--- config.mk ---
export PLATFORM = sky130hd
export DESIGN_NAME = sdf_bfly_stage
export DESIGN_NICKNAME = d
export VERILOG_FILES = /design/src/rtl/sdf_pkg.sv /design/src/rtl/sdf_ctrl.sv /design/src/rtl/sdf_delay.sv /design/src/rtl/sdf_addsub.sv /design/src/rtl/sdf_bfly_stage.sv
export SDC_FILE = /design/constraint.sdc
export NUM_CORES = 1
export LEC_CHECK = 0
export ABC_AREA = 1
export ABC_CLOCK_PERIOD_IN_PS = 2900
export CORE_ASPECT_RATIO = 2
export CORE_MARGIN = 4
export CORE_UTILIZATION = 63
export CTS_BUF_LIST = sky130_fd_sc_hd__clkbuf_2 sky130_fd_sc_hd__clkbuf_4 sky130_fd_sc_hd__clkbuf_8
export DETAILED_ROUTE_END_ITERATION = 10
export PLACE_DENSITY_LB_ADDON = 0.05
export REMOVE_ABC_BUFFERS = 1
export SYNTH_ARGS = -nofsm -noshare
export SYNTH_HDL_FRONTEND = slang
export SYNTH_SLANG_ARGS = --single-unit
--- constraint.sdc ---
create_clock -name clk -period 2.9 [get_ports clk]
set_input_delay 0.435 -clock clk [delete_from_list [all_inputs] [get_ports clk]]
set_output_delay 0.435 -clock clk [all_outputs]
set_load 0.01 [all_outputs]
--- src/rtl/sdf_pkg.sv ---
// Shared types for the delay-feedback butterfly stage.
// Assumes nothing beyond a single clock domain.
package sdf_pkg;

    // Phase of the stage within one 2D-sample frame
    typedef enum logic {
        PH_FILL = 1'b0,
        PH_BFLY = 1'b1
    } phase_e;

endpackage

--- src/rtl/sdf_ctrl.sv ---
// Frame controller: counts accepted samples modulo 2*DEPTH.
// The top bit of the count is the phase. A sticky flag marks
// that DEPTH samples have entered, so the delay line holds real data.
// Assumes DEPTH is a power of two.
module sdf_ctrl
    import sdf_pkg::*;
#(
    parameter int DEPTH = 8
) (
    input  logic   clk,
    input  logic   rst_n,
    input  logic   in_valid,
    output phase_e phase,
    output logic   primed
);

    localparam int CNT_W = $clog2(DEPTH) + 1;

    logic [CNT_W-1:0] cnt;

    // Advance the frame position on every accepted sample
    always_ff @(posedge clk) begin
        if (!rst_n)        cnt <= '0;
        else if (in_valid) cnt <= cnt + CNT_W'(1);
    end

    // Set once the DEPTH-th sample has been accepted
    always_ff @(posedge clk) begin
        if (!rst_n)                                        primed <= 1'b0;
        else if (in_valid && cnt == CNT_W'(DEPTH - 1))     primed <= 1'b1;
    end

    assign phase = phase_e'(cnt[CNT_W-1]);


    cnt_hold_chk: assert property (@(posedge clk) disable iff (!rst_n)
        !in_valid |=> $stable(cnt));


    primed_sticky_chk: assert property (@(posedge clk) disable iff (!rst_n)
        primed |=> primed);

endmodule

--- src/rtl/sdf_delay.sv ---
// Feedback delay line built as a plain shift register of DEPTH words.
// It shifts only when shift_en is high. dout is the word written
// DEPTH shifts earlier. All taps clear on reset.
module sdf_delay #(
    parameter int DEPTH = 8,
    parameter int W     = 22
) (
    input  logic         clk,
    input  logic         rst_n,
    input  logic         shift_en,
    input  logic [W-1:0] din,
    output logic [W-1:0] dout
);

    for (genvar i = 0; i < DEPTH; i++) begin : g_tap
        logic [W-1:0] q;
        if (i == 0) begin : g_head
            // Load the newest word into the first tap
            always_ff @(posedge clk) begin
                if (!rst_n)        q <= '0;
                else if (shift_en) q <= din;
            end
        end else begin : g_body
            // Move the word one tap further along
            always_ff @(posedge clk) begin
                if (!rst_n)        q <= '0;
                else if (shift_en) q <= g_tap[i-1].q;
            end
        end
    end

    assign dout = g_tap[DEPTH-1].q;


    delay_hold_chk: assert property (@(posedge clk) disable iff (!rst_n)
        !shift_en |=> $stable(dout));

endmodule

--- src/rtl/sdf_addsub.sv ---
// One component lane of the butterfly: two adders whose operands are
// chosen by the phase. The output adder passes the delayed word in the
// fill phase and forms head + x in the butterfly phase. The loop adder
// passes x in the fill phase and forms head + ~x (head - x - 1) in the
// butterfly phase. Assumes x is already sign-extended to W bits.
module sdf_addsub
    import sdf_pkg::*;
#(
    parameter int W = 11
) (
    input  phase_e       phase,
    input  logic [W-1:0] head,
    input  logic [W-1:0] x,
    output logic [W-1:0] sum_o,
    output logic [W-1:0] fb_o
);

    logic [W-1:0] out_b;
    logic [W-1:0] loop_a;
    logic [W-1:0] loop_b;

    // Operand selection ahead of the adders
    always_comb begin
        out_b  = (phase == PH_BFLY) ? x    : '0;
        loop_a = (phase == PH_BFLY) ? head : '0;
        loop_b = (phase == PH_BFLY) ? ~x   : x;
    end

    assign sum_o = head + out_b;
    assign fb_o  = loop_a + loop_b;

endmodule

--- src/rtl/sdf_bfly_stage.sv ---
// Radix-2 delay-feedback butterfly stage, one complex sample per valid
// cycle. Frames are 2*DEPTH samples: a fill half that stores the input
// and outputs the stored differences, then a butterfly half that outputs
// sums and stores differences. Output is registered and one bit wider
// than the input. Assumes DEPTH is a power of two.
module sdf_bfly_stage
    import sdf_pkg::*;
#(
    parameter int DEPTH = 8,
    parameter int IN_W  = 10
) (
    input  logic            clk,
    input  logic            rst_n,
    input  logic            in_valid,
    input  logic [IN_W-1:0] in_re,
    input  logic [IN_W-1:0] in_im,
    output logic            out_valid,
    output logic [IN_W:0]   out_re,
    output logic [IN_W:0]   out_im
);

    localparam int OUT_W   = IN_W + 1;
    localparam int LANES   = 2;
    localparam int STORE_W = LANES * OUT_W;

    phase_e             phase;
    logic               primed;
    logic [STORE_W-1:0] line_in;
    logic [STORE_W-1:0] line_out;
    logic [OUT_W-1:0]   x_ext  [LANES];
    logic [OUT_W-1:0]   head_l [LANES];
    logic [OUT_W-1:0]   sum_l  [LANES];
    logic [OUT_W-1:0]   fb_l   [LANES];

    sdf_ctrl #(.DEPTH(DEPTH)) u_ctrl (
        .clk      (clk),
        .rst_n    (rst_n),
        .in_valid (in_valid),
        .phase    (phase),
        .primed   (primed)
    );

    sdf_delay #(.DEPTH(DEPTH), .W(STORE_W)) u_delay (
        .clk      (clk),
        .rst_n    (rst_n),
        .shift_en (in_valid),
        .din      (line_in),
        .dout     (line_out)
    );

    for (genvar g = 0; g < LANES; g++) begin : g_lane
        logic [IN_W-1:0] lane_in;
        logic [OUT_W:0]  gap;

        if (g == 0) begin : g_re
            assign lane_in = in_re;
        end else begin : g_im
            assign lane_in = in_im;
        end

        assign x_ext[g]  = {lane_in[IN_W-1], lane_in};
        assign head_l[g] = line_out[g*OUT_W +: OUT_W];
        assign line_in[g*OUT_W +: OUT_W] = fb_l[g];

        sdf_addsub #(.W(OUT_W)) u_addsub (
            .phase (phase),
            .head  (head_l[g]),
            .x     (x_ext[g]),
            .sum_o (sum_l[g]),
            .fb_o  (fb_l[g])
        );

        // Sum minus stored difference must equal 2*x + 1 in the butterfly phase
        assign gap = {sum_l[g][OUT_W-1], sum_l[g]} - {fb_l[g][OUT_W-1], fb_l[g]};


        sumdiff_gap_chk: assert property (@(posedge clk) disable iff (!rst_n)
            (in_valid && phase == PH_BFLY) |-> gap == {x_ext[g], 1'b1});
    end

    // Register the result of each accepted sample
    always_ff @(posedge clk) begin
        if (!rst_n) begin
            out_valid <= 1'b0;
            out_re    <= '0;
            out_im    <= '0;
        end else begin
            out_valid <= in_valid && primed;
            if (in_valid) begin
                out_re <= sum_l[0];
                out_im <= sum_l[1];
            end
        end
    end


    out_valid_src_chk: assert property (@(posedge clk) disable iff (!rst_n)
        out_valid |-> $past(in_valid));


    out_hold_chk: assert property (@(posedge clk) disable iff (!rst_n)
        !in_valid |=> (!out_valid && $stable(out_re) && $stable(out_im)));

endmodule

# Word level (Yosys, flattened, before mapping)
# Index checks and enable logic that the tools add are counted.
# totals
output_inout_bits	23
in_bits	23
regBits	204
# op_classes
addsub	5
eq_ne	1
bitwise	2
mux	6
reduce_logical	2
# op_table
cell	count
$mux W11	6
$add A11 B11 Y11	4
$not A11 Y11	2
$add A4 B1 Y4 const B	1
$eq A4 B3 Y1 const B	1
$logic_and A1 B1 Y1	2

# Depth between registers and ports, before layout
# depth
word_depth	3
ltp_mapped	14
mapped_depth_nobuf	13

# Modules after synthesis
# Synthesis repeated with hierarchy kept, for this count alone.
# unflattened
cells_unflattened	1781
area_unflattened_um2	11085.6
# by_module_without_submodules
mod	area_per_inst_um2	cells_each	n_inst	seq_area_each_um2
sdf_delay	7234.4	1115	1	3523.4
sdf_addsub at g_lane[1].u_addsub	1356.3	249	1	0.0
sdf_addsub at g_lane[0].u_addsub	1347.5	249	1	0.0
sdf_bfly_stage	945.9	141	1	460.4
sdf_ctrl	201.4	27	1	100.1

# Worst setup path before layout
# No wires, ideal clock.
# synth_timing
path_type	register to register
start	reg u_ctrl.cnt[3]
end	reg u_delay.g_tap[0].q[19]
t_required_ns	2.791
path_stages_with_launch	13
setup_ns	0.109
n_path_buf	1
arrival_time_ns	2.348
path_slack_ns	0.443
period_less_slack_ns	2.457
cell_sequence	dfxtp_1 > clkbuf_1 > nand2_1 > inv_1 > ha_1 > inv_1 > fa_1 > o21bai_1 > nand2_1 > nand3_1 > nand3_1 > nand2_1 > inv_1
# synth_via
elab_chain_len	2
elab_cells_between_ends	3
# synth_rtl
item	line_no	text
from (decl)	sdf_ctrl.sv:19	logic [CNT_W-1:0] cnt;
from (signal assigned)	sdf_ctrl.sv:24	else if (in_valid) cnt <= cnt + CNT_W'(1);
$mux W11 (on tied branches)	sdf_addsub.sv:25, sdf_addsub.sv:26	
$add A11 B11 Y11 (*)	sdf_addsub.sv:30	assign fb_o = loop_a + loop_b;
to (signal assigned)	sdf_delay.sv:21	else if (shift_en) q <= din;
to (decl)	sdf_delay.sv:16	logic [W-1:0] q;
# Every way passes the cells marked *; elsewhere a longest branch is shown, timed or not.
# A chain may end at the register's enable or synchronous reset.

# Worst setup path in the final report
# layout_timing
start	reg u_ctrl.cnt[3]
end	reg u_delay.g_tap[0].q[8]
# Same word-level chain as after synthesis.

==> flow_metrics.py <==
metrics = {
    "pwr": {
        "power.leakage_nw": 5.462,
        "pwr-share-clk_pct": 38.7,
        "ir_drop_uv": 452.3,
        "power.density_nw_per_um2": 556.0,
        "comb_power_share_pct": 10.1,
        "p_switching_mw": 1.467,
        "switching_share_pct": 24.40,
        "seq_power_share_pct": 51.1,
        "power.internal_mw": 4.545,
    },
    "drt": {
        "drt_wl_total_um": 20880,
        "drc": 0,
        "drt_first_pass_iters": 4,
        "vias": 8415,
        "wl_per_cell_um": 12.91,
        "drt_iter0_drc": 485,
        "avgViaCountPerCell": 5.201,
        "ant_nets": 0,
    },
    "grt": {
        "grt_max_degree": 174,
        "globalRouteOverflowTotal": 0,
        "grt_pass1_vias": 7955,
        "track_usage_pct": 24.43,
        "grt_pass1_wl_um": 35170,
        "antenna_found_initial": 0,
    },
    "floorplan": {
        "initial_core_util_pct": 63.87,
        "die_h_um": 183.6,
        "io_pins": 46,
        "die_x_um": 95.82,
        "die-area_um2": 17590,
        "core_um2": 15210,
        "rows": 64,
    },
    "timing": {
        "fmax_ghz": 0.4284,
        "finalSetupViolCount": 0,
        "drv_slew": 0,
        "skew_ns": 0.01749,
        "worst_pin_slew_ns": 0.6487,
        "finalSetupTns_ns": 0,
        "period_minus_slack_ns": 2.334,
        "rsz0062_at_grt": "no",
        "final_hold_viol_count": 0,
        "maxSlewHeadroom_pct": 56.75,
        "timing.final.crit_share_pct": 80.49,
    },
    "setup_path": {
        "cpPeakStageDelay_ns": 0.42,
        "end_kind": "flop",
        "crit_path_start": "u_ctrl.cnt[3]",
        "start_kind": "flop",
        "worstPathRequired_ns": 3.33,
        "cp_max_fo": 23,
        "crit_slowest_cell": "fa_1",
        "regToRegStartpoint": "u_ctrl.cnt[3]",
        "cp.arrival_ns": 2.77,
        "path_class": "reg2reg",
        "crit_chain": "buf_4 > ha_1 > ha_1 > inv_1 > fa_1 > o21bai_1 > nand2_1 > nand3_1 > nand3_1 > nand2_1 > inv_1",
    },
    "synth": {
        "synth.distinct_cells": 23,
        "synth_top_area_cell": "dfxtp_1",
        "syn_avg_cell_area_um2": 7.006,
        "syn_area_um2": 9717,
        "ys_ff_latch": 204,
        "yosysWarnings": 0,
        "synth_top_area_share_pct": 42.03,
        "synth_cells": 1387,
        "ys_seq_area_share_pct": 42.03,
        "synthTopCellsByArea": "dfxtp_1, nor2_1, nand2_1, o21ai_0, ha_1",
    },
    "clock_network": {
        "post-cts-setup-buffers": 0,
        "clockRootBuffer": "clkbuf_8",
        "cts.path.max_buffers": 3,
        "cts_num_sinks": 204,
        "cts_tree": "done",
        "clk_pin_slew_ns": 0.07,
        "holdBufCountCts": 0,
        "postCtsResizedCells": 0,
        "cts_max_level": 1,
        "clk_latency_ns": 0.53,
        "numCtsBuffers": 28,
    },
    "place": {
        "gp_congestion": 0.9382,
        "io_buffer_count": 45,
        "dp_hpwl_um": 14190,
    },
    "min_path": {
        "min-delay-start": "in_valid",
        "worstHoldPathType": "in2reg",
    },
    "run": {
        "drv_cap": 0,
    },
    "final_layout": {
        "syn2layout_area_growth_pct": 11.27,
        "num_antenna_cells": 0,
        "nets": 1492,
        "final_util_pct": 71.06,
        "drive_gt1_share_pct": 4.085,
        "fill_cells": 1299,
    },
    "outcome": {
        "status": "finished clean",
    },
}
-- flip-flops by register name, indices dropped and copies added (netlist names) --
register         cells
out_im              11
out_re              11
out_valid            1
u_ctrl.cnt           4
u_ctrl.primed        1
u_delay.dout        22
u_delay.g_tap.q    154
-- kinds of logic (layout without fill, tap and decap cells) --
family	count (synthesis)	after routing	share of synthesized area (%)
flip-flops	204	204	42.03
buffers and inverters	223	256	9.426
XOR/XNOR	16	16	1.442
adder cells (fa/ha/maj)	65	65	8.679
AO/OA/AOI/OAI	247	247	12.93
AND/OR/NAND/NOR	632	632	25.50
-- cells in the final DEF, fill, tap and decap left out --
cell type,synthesis,final
nor3_1,2,2
inv_1,155,155
nand3_1,64,64
nor4_1,1,1
clkdlybuf4s50_1,0,43
o21ai_1,13,13
o21ai_0,163,163
bufinv_16,0,2
nand4_1,8,8
buf_4,2,5
nand2_1,218,218
xnor2_1,4,4
clkinv_2,0,1
xor2_1,12,12
a21oi_1,63,63
fa_1,4,4
dfxtp_1,204,204
clkbuf_8,0,33
ha_1,61,61
buf_6,6,1
clkbuf_4,0,9
a21o_1,4,4
nor2_1,339,339
inv_4,0,1
buf_12,0,5
clkinv_4,0,1
o21bai_1,4,4
-- layout make-up --
class	count	area (µm²)	share of cell area (%)
Multi-Input combinational cell	960	4717	43.63
Sequential cell	204	4084	37.77
Inverter	156	588.1	5.439
Timing Repair Buffer	54	579.3	5.358
Clock buffer	42	521.8	4.826
Tap cell	198	247.7	2.291
Clock inverter	4	73.82	0.6828
-- synthesized netlist by cell type (all sizes together) --
cell type and number:
a21o 4, a21oi 63, buf 32, clkbuf 35, dfxtp 204, fa 4, ha 61, inv 156
nand2 218, nand3 64, nand4 8, nor2 339, nor3 2, nor4 1, o21ai 176, o21bai 4
xnor2 4, xor2 12
-- power by group through the flow --
stage	logic [mW]	clock network [mW]	registers, mW
after global routing	0.706	2.51	3.09
after detailed placement	0.611	0	3.13
after CTS	0.617	2.39	3.07
after global placement	0.602	0	3.13
final	0.609	2.33	3.07
after floorplan	0.364	0	3.12
-- metal layers --
| layer | vias to the layer above | part of all wire, % | GRT usage (%) |
|---|---|---|---|
| met4 | 0 | 4.3 | 11.74 |
| met5 | - | 0 | 0 |
| met2 | 167 | 53 | 45.04 |
| met3 | 55 | 3.5 | 3.318 |
| li1 | 4408 | - | - |
| met1 | 3785 | 39 | 26.55 |
-- stage by stage --
stage / total power [mW] / cell area (µm²) / hold WS, ns / std cells / setup slack [ns]
detailed placement: 3.745 / 10220 / 0.4498 / 1572 / 0.2895
floorplan: 3.482 / 9387 / 0.4160 / 1320 / 0.3184
finish: 6.011 / 10810 / 0.2859 / 1618 / 0.5659
global route: 6.311 / 10810 / 0.2808 / 1618 / 0.4116
CTS: 6.077 / 10810 / 0.2630 / 1618 / 0.5924
global placement: 3.732 / 10220 / 0.4465 / 1572 / 0.2899
-- critical path, delay by kind of cell (launching register included) --
kind,cells,cell delay [ns]
flip-flops,1,0.32
buffers and inverters,3,0.31
AND/OR/NAND/NOR,4,0.36
adder cells (fa/ha/maj),3,0.91
AO/OA/AOI/OAI,1,0.33
-- worst paths after layout --
| kind | end | slack [ns] | cells after the start |
|---|---|---|---|
| worst max-delay path | u_delay.g_tap[0].q[8] | 0.57 | 11 |
| worst max register to register | u_delay.g_tap[0].q[8] | 0.57 | 11 |
| worst min-delay path | u_delay.g_tap[1].q[8] | 0.29 | 2 |
| worst min register to register | u_delay.g_tap[1].q[10] | 0.46 | 2 |
(Power assumes the default switching activity.)
